**src/rtl/sregs_pkg.sv**
```systemverilog
package sregs_pkg;
  localparam int OFS_W = 12;
  typedef logic [OFS_W-1:0] ofs_t;

  localparam ofs_t A_DATA  = 12'h000;
  localparam ofs_t A_RSR   = 12'h004;
  localparam ofs_t A_FLAG  = 12'h018;
  localparam ofs_t A_LPC   = 12'h020;
  localparam ofs_t A_IBAUD = 12'h024;
  localparam ofs_t A_FBAUD = 12'h028;
  localparam ofs_t A_LINE  = 12'h02C;
  localparam ofs_t A_CTRL  = 12'h030;
  localparam ofs_t A_LEVEL = 12'h034;
  localparam ofs_t A_MASK  = 12'h038;
  localparam ofs_t A_RAW   = 12'h03C;
  localparam ofs_t A_MSKD  = 12'h040;
  localparam ofs_t A_CLR   = 12'h044;
  localparam ofs_t A_DMA   = 12'h048;

  localparam int N_IRQ   = 11;
  localparam int IRQ_OVR = 10;
  localparam int IRQ_TX  = 5;
  localparam int IRQ_RX  = 4;

  localparam int FL_TXE = 7;
  localparam int FL_RXF = 6;
  localparam int FL_RXE = 4;

  localparam int RSR_W   = 4;
  localparam int RSR_OVR = 3;

  localparam int N_STORE = 7;
  localparam int STORE_W = 16;

  function automatic ofs_t store_ofs(int i);
    case (i)
      0: return A_LPC;
      1: return A_IBAUD;
      2: return A_FBAUD;
      3: return A_LINE;
      4: return A_CTRL;
      5: return A_LEVEL;
      default: return A_DMA;
    endcase
  endfunction

  function automatic int store_width(int i);
    case (i)
      0: return 8;
      1: return 16;
      2: return 6;
      3: return 8;
      4: return 16;
      5: return 6;
      default: return 3;
    endcase
  endfunction

  function automatic logic [7:0] id_byte(logic [2:0] k);
    case (k)
      3'd0: return 8'h11;
      3'd1: return 8'h10;
      3'd2: return 8'h14;
      3'd3: return 8'h00;
      3'd4: return 8'h0D;
      3'd5: return 8'hF0;
      3'd6: return 8'h05;
      default: return 8'hB1;
    endcase
  endfunction
endpackage

```
**src/rtl/rxq_fifo.sv**
```systemverilog
module rxq_fifo #(
  parameter int DEPTH = 16,
  parameter int W     = 8,
  localparam int AW   = $clog2(DEPTH),
  localparam int CW   = $clog2(DEPTH + 1)
) (
  input  logic          clk,
  input  logic          rst,
  input  logic          push,
  input  logic [W-1:0]  din,
  input  logic          pop,
  output logic [W-1:0]  dout,
  output logic [CW-1:0] count,
  output logic          full,
  output logic          empty,
  output logic          accept
);
  logic [W-1:0]  mem [DEPTH];
  logic [AW-1:0] wr_ptr, rd_ptr;
  logic          pop_ok;

  function automatic logic [AW-1:0] nxt(logic [AW-1:0] p);
    return (p == AW'(DEPTH - 1)) ? '0 : p + 1'b1;
  endfunction

  assign full   = (count == CW'(DEPTH));
  assign empty  = (count == '0);
  assign pop_ok = pop && !empty;
  assign accept = push && (!full || pop_ok);
  assign dout   = mem[rd_ptr];

  always_ff @(posedge clk) begin
    if (accept) mem[wr_ptr] <= din;
  end

  always_ff @(posedge clk) begin
    if (rst) begin
      wr_ptr <= '0;
      rd_ptr <= '0;
      count  <= '0;
    end else begin
      if (accept) wr_ptr <= nxt(wr_ptr);
      if (pop_ok) rd_ptr <= nxt(rd_ptr);
      case ({accept, pop_ok})
        2'b10:   count <= count + 1'b1;
        2'b01:   count <= count - 1'b1;
        default: count <= count;
      endcase
    end
  end

  p_count_bound_r5: assert property (@(posedge clk) disable iff (rst)
    count <= CW'(DEPTH));

  p_drop_when_full_r6: assert property (@(posedge clk) disable iff (rst)
    (push && full && !pop) |=> (count == $past(count)));

  p_swap_when_full_r5: assert property (@(posedge clk) disable iff (rst)
    (push && full && pop) |=> full);
endmodule

```
**src/rtl/irq_status.sv**
```systemverilog
module irq_status #(
  parameter int N = 11
) (
  input  logic         clk,
  input  logic         rst,
  input  logic [N-1:0] set_vec,
  input  logic [N-1:0] clr_vec,
  input  logic         mask_we,
  input  logic [N-1:0] mask_din,
  output logic [N-1:0] raw,
  output logic [N-1:0] mask,
  output logic         irq
);
  always_ff @(posedge clk) begin
    if (rst) begin
      raw  <= '0;
      mask <= '0;
    end else begin
      raw <= (raw & ~clr_vec) | set_vec;
      if (mask_we) mask <= mask_din;
    end
  end

  assign irq = |(raw & mask);

  p_set_wins_r9: assert property (@(posedge clk) disable iff (rst)
    (set_vec != '0) |=> ((raw & $past(set_vec)) == $past(set_vec)));

  p_clear_takes_r9: assert property (@(posedge clk) disable iff (rst)
    ((clr_vec & ~set_vec) != '0) |=> ((raw & $past(clr_vec & ~set_vec)) == '0));
endmodule

```
**src/rtl/serial_regfile.sv**
```systemverilog
module serial_regfile
  import sregs_pkg::*;
#(
  parameter int FIFO_DEPTH = 16,
  localparam int CW = $clog2(FIFO_DEPTH + 1)
) (
  input  logic        clk,
  input  logic        rst,
  input  logic [11:0] bus_addr,
  input  logic        bus_wr,
  input  logic [31:0] bus_wdata,
  input  logic        bus_rd,
  output logic [31:0] bus_rdata,
  input  logic        rx_valid,
  input  logic [7:0]  rx_byte,
  output logic        tx_valid,
  output logic [7:0]  tx_byte,
  output logic        irq
);
  logic [7:0]       q_head;
  logic [CW-1:0]    q_count;
  logic             q_full, q_empty, q_accept;
  logic             rd_data_hit, wr_data_hit, last_out, overrun;
  logic [N_IRQ-1:0] set_vec, clr_vec, raw, mask;
  logic [RSR_W-1:0] rsr;
  logic [N_STORE-1:0][STORE_W-1:0] store_vals;
  logic [31:0]      rd_val;
  logic [8:0]       flags;
  logic             unused_hi;

  assign unused_hi   = ^bus_wdata[31:STORE_W];
  assign rd_data_hit = bus_rd && (bus_addr == A_DATA);
  assign wr_data_hit = bus_wr && (bus_addr == A_DATA);
  assign last_out    = rd_data_hit && (q_count == CW'(1)) && !rx_valid;
  assign overrun     = rx_valid && !q_accept;

  rxq_fifo #(.DEPTH(FIFO_DEPTH), .W(8)) u_rxq (
    .clk(clk), .rst(rst),
    .push(rx_valid), .din(rx_byte), .pop(rd_data_hit),
    .dout(q_head), .count(q_count), .full(q_full), .empty(q_empty),
    .accept(q_accept)
  );

  always_comb begin
    set_vec = '0;
    set_vec[IRQ_RX]  = rx_valid;
    set_vec[IRQ_OVR] = overrun;
    set_vec[IRQ_TX]  = wr_data_hit;
    clr_vec = (bus_wr && bus_addr == A_CLR) ? bus_wdata[N_IRQ-1:0] : '0;
    if (last_out) clr_vec[IRQ_RX] = 1'b1;
  end

  irq_status #(.N(N_IRQ)) u_irq (
    .clk(clk), .rst(rst),
    .set_vec(set_vec), .clr_vec(clr_vec),
    .mask_we(bus_wr && bus_addr == A_MASK),
    .mask_din(bus_wdata[N_IRQ-1:0]),
    .raw(raw), .mask(mask), .irq(irq)
  );

  always_ff @(posedge clk) begin
    if (rst) rsr <= '0;
    else begin
      rsr <= (bus_wr && bus_addr == A_RSR) ? '0 : rsr;
      if (overrun) rsr[RSR_OVR] <= 1'b1;
    end
  end

  for (genvar g = 0; g < N_STORE; g++) begin : g_store
    localparam int SW = store_width(g);
    localparam logic [STORE_W-1:0] KEEP = STORE_W'((32'd1 << SW) - 1);
    logic [STORE_W-1:0] q;
    always_ff @(posedge clk) begin
      if (rst) q <= '0;
      else if (bus_wr && bus_addr == store_ofs(g)) q <= bus_wdata[STORE_W-1:0] & KEEP;
    end
    assign store_vals[g] = q;
  end

  // No transmit queue is kept, so transmit-empty stays asserted.
  always_comb begin
    flags = '0;
    flags[FL_TXE] = 1'b1;
    flags[FL_RXF] = q_full;
    flags[FL_RXE] = q_empty;
  end

  always_comb begin
    rd_val = '0;
    case (bus_addr)
      A_DATA:  rd_val = q_empty ? 32'd0 : {24'd0, q_head};
      A_RSR:   rd_val = 32'(rsr);
      A_FLAG:  rd_val = 32'(flags);
      A_MASK:  rd_val = 32'(mask);
      A_RAW:   rd_val = 32'(raw);
      A_MSKD:  rd_val = 32'(raw & mask);
      default: begin
        if (bus_addr[11:5] == 7'h7F && bus_addr[1:0] == 2'b00)
          rd_val = {24'd0, id_byte(bus_addr[4:2])};
        for (int i = 0; i < N_STORE; i++)
          if (bus_addr == store_ofs(i)) rd_val = 32'(store_vals[i]);
      end
    endcase
  end

  always_ff @(posedge clk) begin
    if (rst) begin
      bus_rdata <= '0;
      tx_valid  <= 1'b0;
      tx_byte   <= '0;
    end else begin
      if (bus_rd) bus_rdata <= rd_val;
      tx_valid <= wr_data_hit;
      if (wr_data_hit) tx_byte <= bus_wdata[7:0];
    end
  end

  p_push_sets_rx_r3: assert property (@(posedge clk) disable iff (rst)
    rx_valid |=> (raw[IRQ_RX] && !q_empty));

  p_last_pop_r4: assert property (@(posedge clk) disable iff (rst)
    last_out |=> (!raw[IRQ_RX] && q_empty));

  p_overrun_r6: assert property (@(posedge clk) disable iff (rst)
    (rx_valid && q_full && !rd_data_hit) |=> (rsr[RSR_OVR] && raw[IRQ_OVR]));

  p_tx_strobe_r7: assert property (@(posedge clk) disable iff (rst)
    wr_data_hit |=> (tx_valid && raw[IRQ_TX]));

  p_tx_single_r7: assert property (@(posedge clk) disable iff (rst)
    (tx_valid && !$past(wr_data_hit)) |-> 1'b0);
endmodule

```
**config.mk**
```make
export PLATFORM = sky130hd
export DESIGN_NAME = serial_regfile
export DESIGN_NICKNAME = d
export VERILOG_FILES = /design/src/rtl/sregs_pkg.sv /design/src/rtl/rxq_fifo.sv /design/src/rtl/irq_status.sv /design/src/rtl/serial_regfile.sv
export SDC_FILE = /design/constraint.sdc
export NUM_CORES = 1
export LEC_CHECK = 0
export BUFFER_PORTS_ARGS = -buffer_cell sky130_fd_sc_hd__clkbuf_2
export CAP_MARGIN = 40
export CORE_ASPECT_RATIO = 1.1
export CORE_UTILIZATION = 45
export DETAILED_ROUTE_END_ITERATION = 12
export PLACE_DENSITY = 0.7
export SLEW_MARGIN = 20
export SYNTH_ARGS = -nofsm -noshare
export SYNTH_HDL_FRONTEND = slang
export SYNTH_HIERARCHICAL = 1
export SYNTH_SLANG_ARGS = --single-unit
```
**constraint.sdc**
```tcl
create_clock -name clk -period 4.3 [get_ports clk]
set_input_delay 0.43 -clock clk [delete_from_list [all_inputs] [get_ports clk]]
set_output_delay 0.43 -clock clk [all_outputs]
set_load 0.1 [all_outputs]
```
==> results of run 1 <==
cells in the final DEF (no fill, tap or decap), types with 5 or more instances in the layout:
master       n
ha_1         8
o211ai_1     5
nor4b_1      5
dfxtp_1    127
clkbuf_2    65
mux4_2      33
clkbuf_16   27
and3_1      18
and2_1      16
mux2i_1     31
clkbuf_1    11
inv_1       23
conb_1      24
buf_4       20
a211oi_1     7
edfxtp_1   128
o21ai_0     34
nand3_1     16
nor2_1      86
a21oi_1     98
nor2b_1      8
a31oi_1     10
nand2b_1     6
nor4_1       5
a221oi_1     7
a22oi_1     21
nor3_1      20
nand2_1    134
o21ai_1      8
final timing paths:
kind              cells after the start                     from                       endpoint  slack [ns]
setup / recovery                      9              bus_addr[6]      u_rxq/mem[8][1]$_DFFE_PP_        1.22
hold / removal                        3            bus_wdata[13]  g_store[4].q[13]$_SDFFE_PP0P_        0.14
setup reg to reg                      8                 register      bus_rdata[3]$_SDFFE_PP0P_        1.57
hold reg to reg                       2  tx_byte[4]$_SDFFE_PP0P_        tx_byte[4]$_SDFFE_PP0P_        0.46
sequential cells by signal (all words and copies together) (netlist names), named ones only:
| register | flops |
|---|---|
| tx_byte | 8 |
| tx_valid | 1 |
| u_rxq/wr_ptr | 4 |
| u_irq/mask | 11 |
| u_rxq/rd_ptr | 4 |
| u_rxq/count | 5 |
| u_rxq/mem | 128 |
| bus_rdata | 16 |
| u_irq/raw | 11 |
| rsr | 1 |
| g_store.q | 63 |
area by class of cell:
cell class	instances	area (um^2)
fillers	2160	11900
flip-flops and latches	256	6410
multi-input cells	680	4470
clock buffers	42	772
repair buffers	87	518
well taps	310	388
inverters	26	97.6
clock inverters	5	73.8
per-layer routing:
layer / vias up / part of all wire [%]
met5: - / 0
met4: 0 / 3.5
met3: 69 / 6.0
met2: 292 / 49
met1: 3951 / 42
li1: 3814 / -
power groups by stage:
stage,registers (mW),clock network [mW],logic (mW)
finish,2.61,2.23,0.349
global route,2.61,2.38,0.369
CTS,2.61,2.27,0.343
detailed placement,2.66,0,0.342
global placement,2.66,0,0.338
floorplan,2.71,0,0.203
logic make-up after synthesis:
logic type                 share of synthesized area (%)
adders and majority gates                           1.06
and+or+nand+nor                                     15.0
muxes                                               9.80
DFF                                                 56.6
buffers and inverters                               4.71
xor gates and xnor gates                           0.232
other                                             0.0331
AOI/OAI and AO/OA                                   12.6
tightest hold or removal path: cells and delay by family:
kind            cells  cell delay (ns)
compound gates      1             0.05
simple gates        1             0.05
buf+inv             1             0.09
through the flow:
step | cell area, um^2 | worst slack (ns)
after detailed placement | 11900 | 0.756
after CTS | 12700 | 1.29
after floorplan | 11400 | 0.878
after global placement | 11800 | 0.850
final | 12700 | 1.22
after global routing | 12700 | 1.09
==> impl_metrics.json, run 1 <==
{
  "status": "completed",
  "tightestPinTransition_ns": 0.757,
  "antenna_found_initial": 0,
  "via_per_inst": 5.78,
  "rows": 60,
  "synth_edf_count": 128,
  "crit_chain": "clkbuf_2 -> or4_1 -> or2_1 -> nor3_1 -> buf_4 -> nor2b_1 -> a21o_1 -> nor2_1 -> and3_1",
  "pwr_density_cell_mw_per_mm2": 408,
  "fin_skew_ns": 0.0146,
  "p_sw_mw": 1.19,
  "p_total_mw": 5.20,
  "yosysSeqAreaShare_pct": 56.6,
  "combPwrFrac_pct": 6.7,
  "grt_setup_unrepaired": "no",
  "grt.busiest_layer": "met2",
  "ys_ff_latch": 256,
  "critPathMaxStageDelay_ns": 0.70,
  "internal-power_mw": 4.00,
  "synthCells": 1022,
  "cp_top_family": "simple AND/OR/NAND/NOR gates",
  "synth_top_area_share_pct": 33.9,
  "start_util_pct": 46.0,
  "worstPathArrival_ns": 3.24,
  "tritoncts": "done",
  "htreeDepth": 1,
  "critPathLaunchType": "primary input",
  "max_slew_margin_pct": 49.6,
  "gr-total-overflow": 0,
  "path_clk_slew_ns": 0.06,
  "drtPass1Iterations": 5,
  "coreArea_mm2": 0.0246,
  "synth-warning-count": 6,
  "grtUsageMet3_pct": 3.37,
  "clock-sinks": 256,
  "ys.flop_type": "edfxtp_1",
  "yosys-top-cells-count": "134 x nand2_1, 128 x dfxtp_1, 128 x edfxtp_1",
  "nets": 1143,
  "cts_root_buffer": "clkbuf_16",
  "instances_no_fill": 1406,
  "hold_buffers": 0,
  "area_delta_synth_final_pct": 12.4,
  "p_sw_share_pct": 23.0,
  "postSynthAreaPerCell_um2": 11.1,
  "sequentialPowerShare_pct": 50.3,
  "cts_buffers": 26,
  "power.leakage_nw": 4.41,
  "grtUsageMet2_pct": 36.3,
  "postCtsSetupRepairBufs": 0,
  "postSynth.asyncResetShare_pct": 0,
  "slowest_stage": "or4_1",
  "die_w_um": 153,
  "vias": 8126,
  "fmax_ghz": 0.325,
  "io_buffers": 66,
  "wl_mm": 27.7,
  "crit_required_ns": 4.47,
  "drc": 0,
  "grt_max_degree": 80,
  "grt_usage_pct": 21.3,
  "cts_resized": 0,
  "cap_violations": 0,
  "critPathBufInv": 2,
  "diodes": 0,
  "synth_area_leader_cell": "edfxtp_1",
  "gp_congestion": 0.961,
  "dp_cells": 1358,
  "drive_gt1_share_pct": 16.7,
  "ys_types": 81,
  "grt_pass1_vias": 7705,
  "endpoint_kind": "register",
  "hold_class": "in -> reg",
  "min_period_ns": 3.08,
  "final_antenna_net_count": 0,
  "ios": 99,
  "maxSlewViolCount": 0,
  "drt_iter0_drc": 595,
  "wl_per_cell_um": 19.7,
  "clockBufferDepth": 3,
  "period_share_pct": 71.5,
  "fp.dieArea_mm2": 0.0258,
  "ir_worst_vdd_v": 0.000389,
  "die_h_um": 168,
  "grt_pass1_wl_mm": 42.8,
  "hold_viol": 0,
  "syn-cell-area_mm2": 0.0113,
  "finalHoldWorstSlack_ns": 0.141,
  "tns_ns": 0,
  "hpwl_mm": 18.4,
  "finalSetupViolCount": 0,
  "synth_area_leaders": "edfxtp_1 34%, dfxtp_1 23%, mux4_2 6.6%",
  "cp_max_fo": 11,
  "clkLatencyLatePin_ns": 0.53,
  "grt_use_met1_pct": 27.5,
  "final_core_util_pct": 51.7,
  "clkPwrFrac_pct": 43.0,
  "yosysMostFrequentCell": "nand2_1",
  "worstSetupPathType": "in -> reg"
}
(Power assumes the default switching activity.)
==> run 2, diff against run 1 <==
clock period = 3.1 ns   (was 4.3 ns; I/O delays follow)
==> run 2 against run 1 <==
Against the previous run:
- sequential cell count stayed put
- sequential power is 39% higher
- final cell count is 2.8% higher
- critical path depth is 2 lower
- global-route usage hardly changed
- clock power is 55% higher
- design area is 3.5% higher
- register-to-register slack worse by 1.1 ns
- critical path type is now reg -> reg
- critical endpoint is now u_rxq/count[4]$_SDFFE_PP0P_
==> impl_metrics.json, run 2 (synthesis results as in run 1) <==
{
  "grt_pass1_wl_mm": 42.8,
  "power.leakage_nw": 4.67,
  "final_antenna_net_count": 0,
  "cp_top_family": "compound AO/OA/AOI/OAI gates",
  "clock-sinks": 256,
  "cts_resized": 0,
  "drive_gt1_share_pct": 20.0,
  "gp_congestion": 0.961,
  "setup_slack_ns": 0.503,
  "nets": 1181,
  "vias": 8242,
  "max_slew_margin_pct": 56.4,
  "grt_pass1_vias": 7811,
  "finalSetupViolCount": 0,
  "grt_setup_unrepaired": "no",
  "fp.dieArea_mm2": 0.0258,
  "postCtsSetupRepairBufs": 0,
  "wl_per_cell_um": 19.2,
  "design_area_mm2": 0.0132,
  "rr_endpoint": "u_rxq/count[4]$_SDFFE_PP0P_",
  "hold_viol": 0,
  "rows": 60,
  "drtPass1Iterations": 5,
  "ir_worst_vdd_v": 0.000548,
  "die_w_um": 153,
  "tightestPinTransition_ns": 0.645,
  "cts_root_buffer": "clkbuf_16",
  "pwr_density_cell_mw_per_mm2": 575,
  "largest_register_ffs": 128,
  "start_util_pct": 46.0,
  "gr-total-overflow": 0,
  "die_h_um": 168,
  "worstReg2RegStart": "u_rxq/count[0]$_SDFFE_PP0P_",
  "n_fill_cell": 2106,
  "slowest_stage": "or4_4",
  "endpoint_kind": "register",
  "coreArea_mm2": 0.0246,
  "final_cell_mix": "134 x nand2_1, 128 x edfxtp_1, 127 x dfxtp_1",
  "grtUsageMet3_pct": 3.68,
  "placed_area_mm2": 0.0122,
  "tns_ns": 0,
  "pre_cts_ws_ns": 0.0374,
  "register_area_mm2": 0.00641,
  "via_per_inst": 5.70,
  "reg_top3": "u_rxq/mem (128), g_store.q (63), bus_rdata (16)",
  "min_period_ns": 2.60,
  "hpwl_mm": 18.9,
  "tritoncts": "done",
  "worst-r2r-setup-slack_ns": 0.50,
  "path_clk_slew_ns": 0.06,
  "critPathLaunchType": "register",
  "antenna_found_initial": 1,
  "fmax_ghz": 0.385,
  "worstPathArrival_ns": 3.07,
  "rr_worst_depth": 7,
  "hold_class": "in -> reg",
  "p_total_mw": 7.58,
  "io_buffers": 66,
  "clockBufferDepth": 3,
  "htreeDepth": 1,
  "area_delta_synth_final_pct": 16.3,
  "worstSetupPathType": "reg -> reg",
  "status": "completed",
  "whs_path_depth": 3,
  "min_from": "bus_wdata[8]",
  "diodes": 0,
  "grt.busiest_layer": "met2",
  "grt_max_degree": 62,
  "clkLatencyLatePin_ns": 0.55,
  "grt_usage_pct": 21.4,
  "crit_required_ns": 3.57,
  "wl_mm": 27.8,
  "cap_violations": 0,
  "grt_use_met1_pct": 26.8,
  "layout_commonest_cell": "nand2_1",
  "dp_cells": 1391,
  "drc": 0,
  "cts_buffers": 27,
  "largest_register": "u_rxq/mem",
  "fin_skew_ns": 0.00639,
  "critPathBufInv": 0,
  "period_share_pct": 83.8,
  "cp_max_fo": 8,
  "multiInputGateArea_mm2": 0.00448,
  "holdPathEnd": "g_store[1].q[8]$_SDFFE_PP0P_",
  "drt_iter0_drc": 742,
  "critPathMaxStageDelay_ns": 0.58,
  "crit_chain": "or4_4 -> o211a_1 -> ha_1 -> a21oi_1 -> a211oi_1 -> a311o_1 -> a31oi_1",
  "instances_no_fill": 1446,
  "maxSlewViolCount": 0,
  "ios": 99,
  "grtUsageMet2_pct": 37.3
}
## run 2: where the power goes
group          leakage [nW]  internal, mW  total [mW]  switching [mW]
combinational          1.99         0.119       0.503           0.384
clock                 0.480          2.10        3.46            1.36
sequential             2.19          3.59        3.62          0.0316
total                  4.67          5.81        7.58            1.77
## run 2: worst reg2reg max path, delay by kind of cell (launching register included)
kind | cells | cell delay [ns]
fa+ha+maj | 1 | 0.34
compound gates | 5 | 1.22
simple gates | 1 | 0.58
flops | 1 | 0.38
## run 2: timing repair
| item | 4_1_cts | 5_1_grt |
|---|---|---|
| hold buffers | 5 | 0 |
| endpoints found under the setup margin | 0 | 0 |
| endpoints found under the hold margin | 8 | 0 |
## run 2: through the flow
step                      hold WS (ns)  utilization, %
after floorplan                  0.382               -
after global placement           0.435            49.4
after detailed placement         0.446            49.4
after CTS                       0.0380            53.5
after global routing            0.0497            53.5
final                           0.0438            53.5
## run 2: worst max-delay path by stage
stage               slack [ns]                           to                   startpoint  cells past startpoint
global placement          0.20  u_rxq/count[4]$_SDFFE_PP0P_                  bus_addr[8]                     11
floorplan                -0.01   u_rxq/mem[12][0]$_DFFE_PP_                  bus_addr[6]                      8
global route              0.45  u_rxq/count[4]$_SDFFE_PP0P_  u_rxq/count[0]$_SDFFE_PP0P_                      7
finish                    0.50  u_rxq/count[4]$_SDFFE_PP0P_  u_rxq/count[0]$_SDFFE_PP0P_                      7
detailed placement        0.04  u_rxq/count[4]$_SDFFE_PP0P_                  bus_addr[8]                     11
CTS                       0.54  u_rxq/count[4]$_SDFFE_PP0P_  u_rxq/count[0]$_SDFFE_PP0P_                      7
## run 2: per-layer routing
layer | part of all wire (%) | up-vias
li1 | - | 3890
met1 | 41 | 4007
met2 | 50 | 286
met3 | 6.5 | 59
met4 | 3.0 | 0
met5 | 0 | -
## run 2: area by class of cell
cell class              instances  share of cell area (%)
well taps                     310                    2.94
inverters                      26                   0.741
clock inverters                17                    1.78
flip-flops and latches        256                    48.6
multi-input cells             680                    34.0
repair buffers                124                    6.40
clock buffers                  33                    5.53
==> run 3, diff against run 2 <==
clock period = 2.6 ns   (was 3.1 ns; I/O delays follow)
==> run 3 against run 2 <==
Against the previous run:
- largest cell class unchanged
- critical path type unchanged
- wire length up 4.6%
- clock power rose by 6.6%
- critical endpoint is now bus_rdata[0]$_SDFFE_PP0P_
- design area increased by 1.0%
- sequential share of layout area down 0.50 points
- global-route usage grew 1.2 points
- total power grew 14%
- register-to-register slack worse by 0.29 ns
- worst hold slack got worse by 0.036 ns
- combinational power up 24%
- die area unchanged
==> impl_metrics.json, run 3 (synthesis results as in run 1) <==
{
  "status": "completed",
  "gp_congestion": 0.905,
  "cts_buffers": 27,
  "crit_required_ns": 3.02,
  "layout_commonest_cell": "nand2_1",
  "drive_gt1_share_pct": 22.8,
  "finalSetupViolCount": 0,
  "grt_max_degree": 45,
  "hpwl_mm": 19.8,
  "antenna_found_initial": 0,
  "clkLatencyLatePin_ns": 0.55,
  "power.leakage_nw": 4.72,
  "grt_usage_pct": 22.6,
  "hold_viol": 0,
  "tightestPinTransition_ns": 0.763,
  "largest_register": "u_rxq/mem",
  "min_period_ns": 2.39,
  "fp.dieArea_mm2": 0.0258,
  "grt_pass1_vias": 8178,
  "period_share_pct": 92.0,
  "p_total_mw": 8.63,
  "worst-r2r-setup-slack_ns": 0.21,
  "pwr_density_cell_mw_per_mm2": 648,
  "rows": 60,
  "grt_setup_unrepaired": "no",
  "tritoncts": "done",
  "coreArea_mm2": 0.0246,
  "cts_resized": 0,
  "drtPass1Iterations": 5,
  "diodes": 0,
  "grt_pass1_wl_mm": 45.1,
  "drt_iter0_drc": 607,
  "worstSetupPathType": "reg -> reg",
  "final_antenna_net_count": 0,
  "nets": 1203,
  "postCtsSetupRepairBufs": 0,
  "crit_chain": "buf_4 -> mux4_2 -> a22oi_1 -> nand2_1 -> nand2_1 -> and3_1 -> and3_1 -> a211oi_2",
  "setup_slack_ns": 0.209,
  "wl_mm": 29.1,
  "cp_max_fo": 9,
  "vias": 8490,
  "fin_skew_ns": 0.0212,
  "critPathLaunchType": "register",
  "fmax_ghz": 0.418,
  "maxSlewViolCount": 0,
  "cap_violations": 0,
  "path_clk_slew_ns": 0.06,
  "die_w_um": 153,
  "drc": 0,
  "hold_class": "in -> reg",
  "final_cell_mix": "134 x nand2_1, 128 x edfxtp_1, 127 x dfxtp_1",
  "start_util_pct": 46.0,
  "reg_top3": "u_rxq/mem (128), g_store.q (63), bus_rdata (16)",
  "hold_buffers": 6,
  "ir_worst_vdd_v": 0.000520,
  "dp_cells": 1412,
  "gr-total-overflow": 0,
  "tns_ns": 0,
  "clock-sinks": 256,
  "pre_cts_ws_ns": -0.149,
  "finalHoldWorstSlack_ns": 0.00812,
  "via_per_inst": 5.78,
  "largest_register_ffs": 128,
  "htreeDepth": 1,
  "critPathMaxStageDelay_ns": 0.54,
  "worstPathArrival_ns": 2.82,
  "io_buffers": 66,
  "endpoint_kind": "register",
  "die_h_um": 168,
  "area_delta_synth_final_pct": 17.6,
  "cts_root_buffer": "clkbuf_16",
  "clockBufferDepth": 3,
  "ios": 99,
  "wl_per_cell_um": 19.8,
  "slowest_stage": "dfxtp_2",
  "max_slew_margin_pct": 48.4,
  "instances_no_fill": 1468
}
run 3: cell types whose count changed in the layout (fill, tap and decap cells not counted), moves of 3 or more:
cell | before | now
nor3_2 | 2 | 5
and3_2 | 0 | 10
nor3_1 | 19 | 15
and3_1 | 18 | 8
clkinv_4 | 3 | 0
clkbuf_1 | 3 | 9
buf_4 | 49 | 70
bufinv_16 | 5 | 1
run 3: path summary, 6_finish.rpt:
kind	startpoint	endpoint	cells after the start
worst max-delay path	register	bus_rdata[0]$_SDFFE_PP0P_	8
worst min-delay path	bus_wdata[9]	g_store[1].q[9]$_SDFFE_PP0P_	3
worst max register to register	register	bus_rdata[0]$_SDFFE_PP0P_	8
worst min register to register	g_store[4].q[12]$_SDFFE_PP0P_	g_store[4].q[12]$_SDFFE_PP0P_	2
run 3: power breakdown:
part	internal, mW	total, mW	switching (mW)
Clock	2.16	3.69	1.53
Sequential	4.28	4.32	0.0328
Combinational	0.151	0.626	0.475
Total	6.59	8.63	2.04
run 3: critical path: cells and delay by family (launching register included):
kind / cells / cell delay, ns
DFF: 1 / 0.54
and+or+nand+nor: 4 / 0.54
muxes: 1 / 0.54
buffers and inverters: 1 / 0.26
AOI/OAI and AO/OA: 2 / 0.39
run 3: through the flow:
| step | utilization, % | instance area [um^2] |
|---|---|---|
| after floorplan | - | 11500 |
| after detailed placement | 50.4 | 12400 |
| after CTS | 54.1 | 13300 |
| after global routing | 54.1 | 13300 |
| final | 54.1 | 13300 |
| after global placement | 50.4 | 12400 |
run 3: area by class of cell:
| cell class | instances | area (um^2) |
|---|---|---|
| multi-input cells | 680 | 4560 |
| repair buffers | 146 | 1010 |
| fillers | 2108 | 11300 |
| clock buffers | 41 | 778 |
| clock inverters | 9 | 75.1 |
| well taps | 310 | 388 |
| inverters | 26 | 97.6 |
| flip-flops and latches | 256 | 6410 |
run 3: routing by layer:
metal,up-vias,global-route usage [%],part of all wire (%)
met4,0,9.66,4.2
met3,78,2.88,6.0
met2,344,39.9,50
li1,3947,-,-
met5,-,0,0
met1,4121,27.8,40
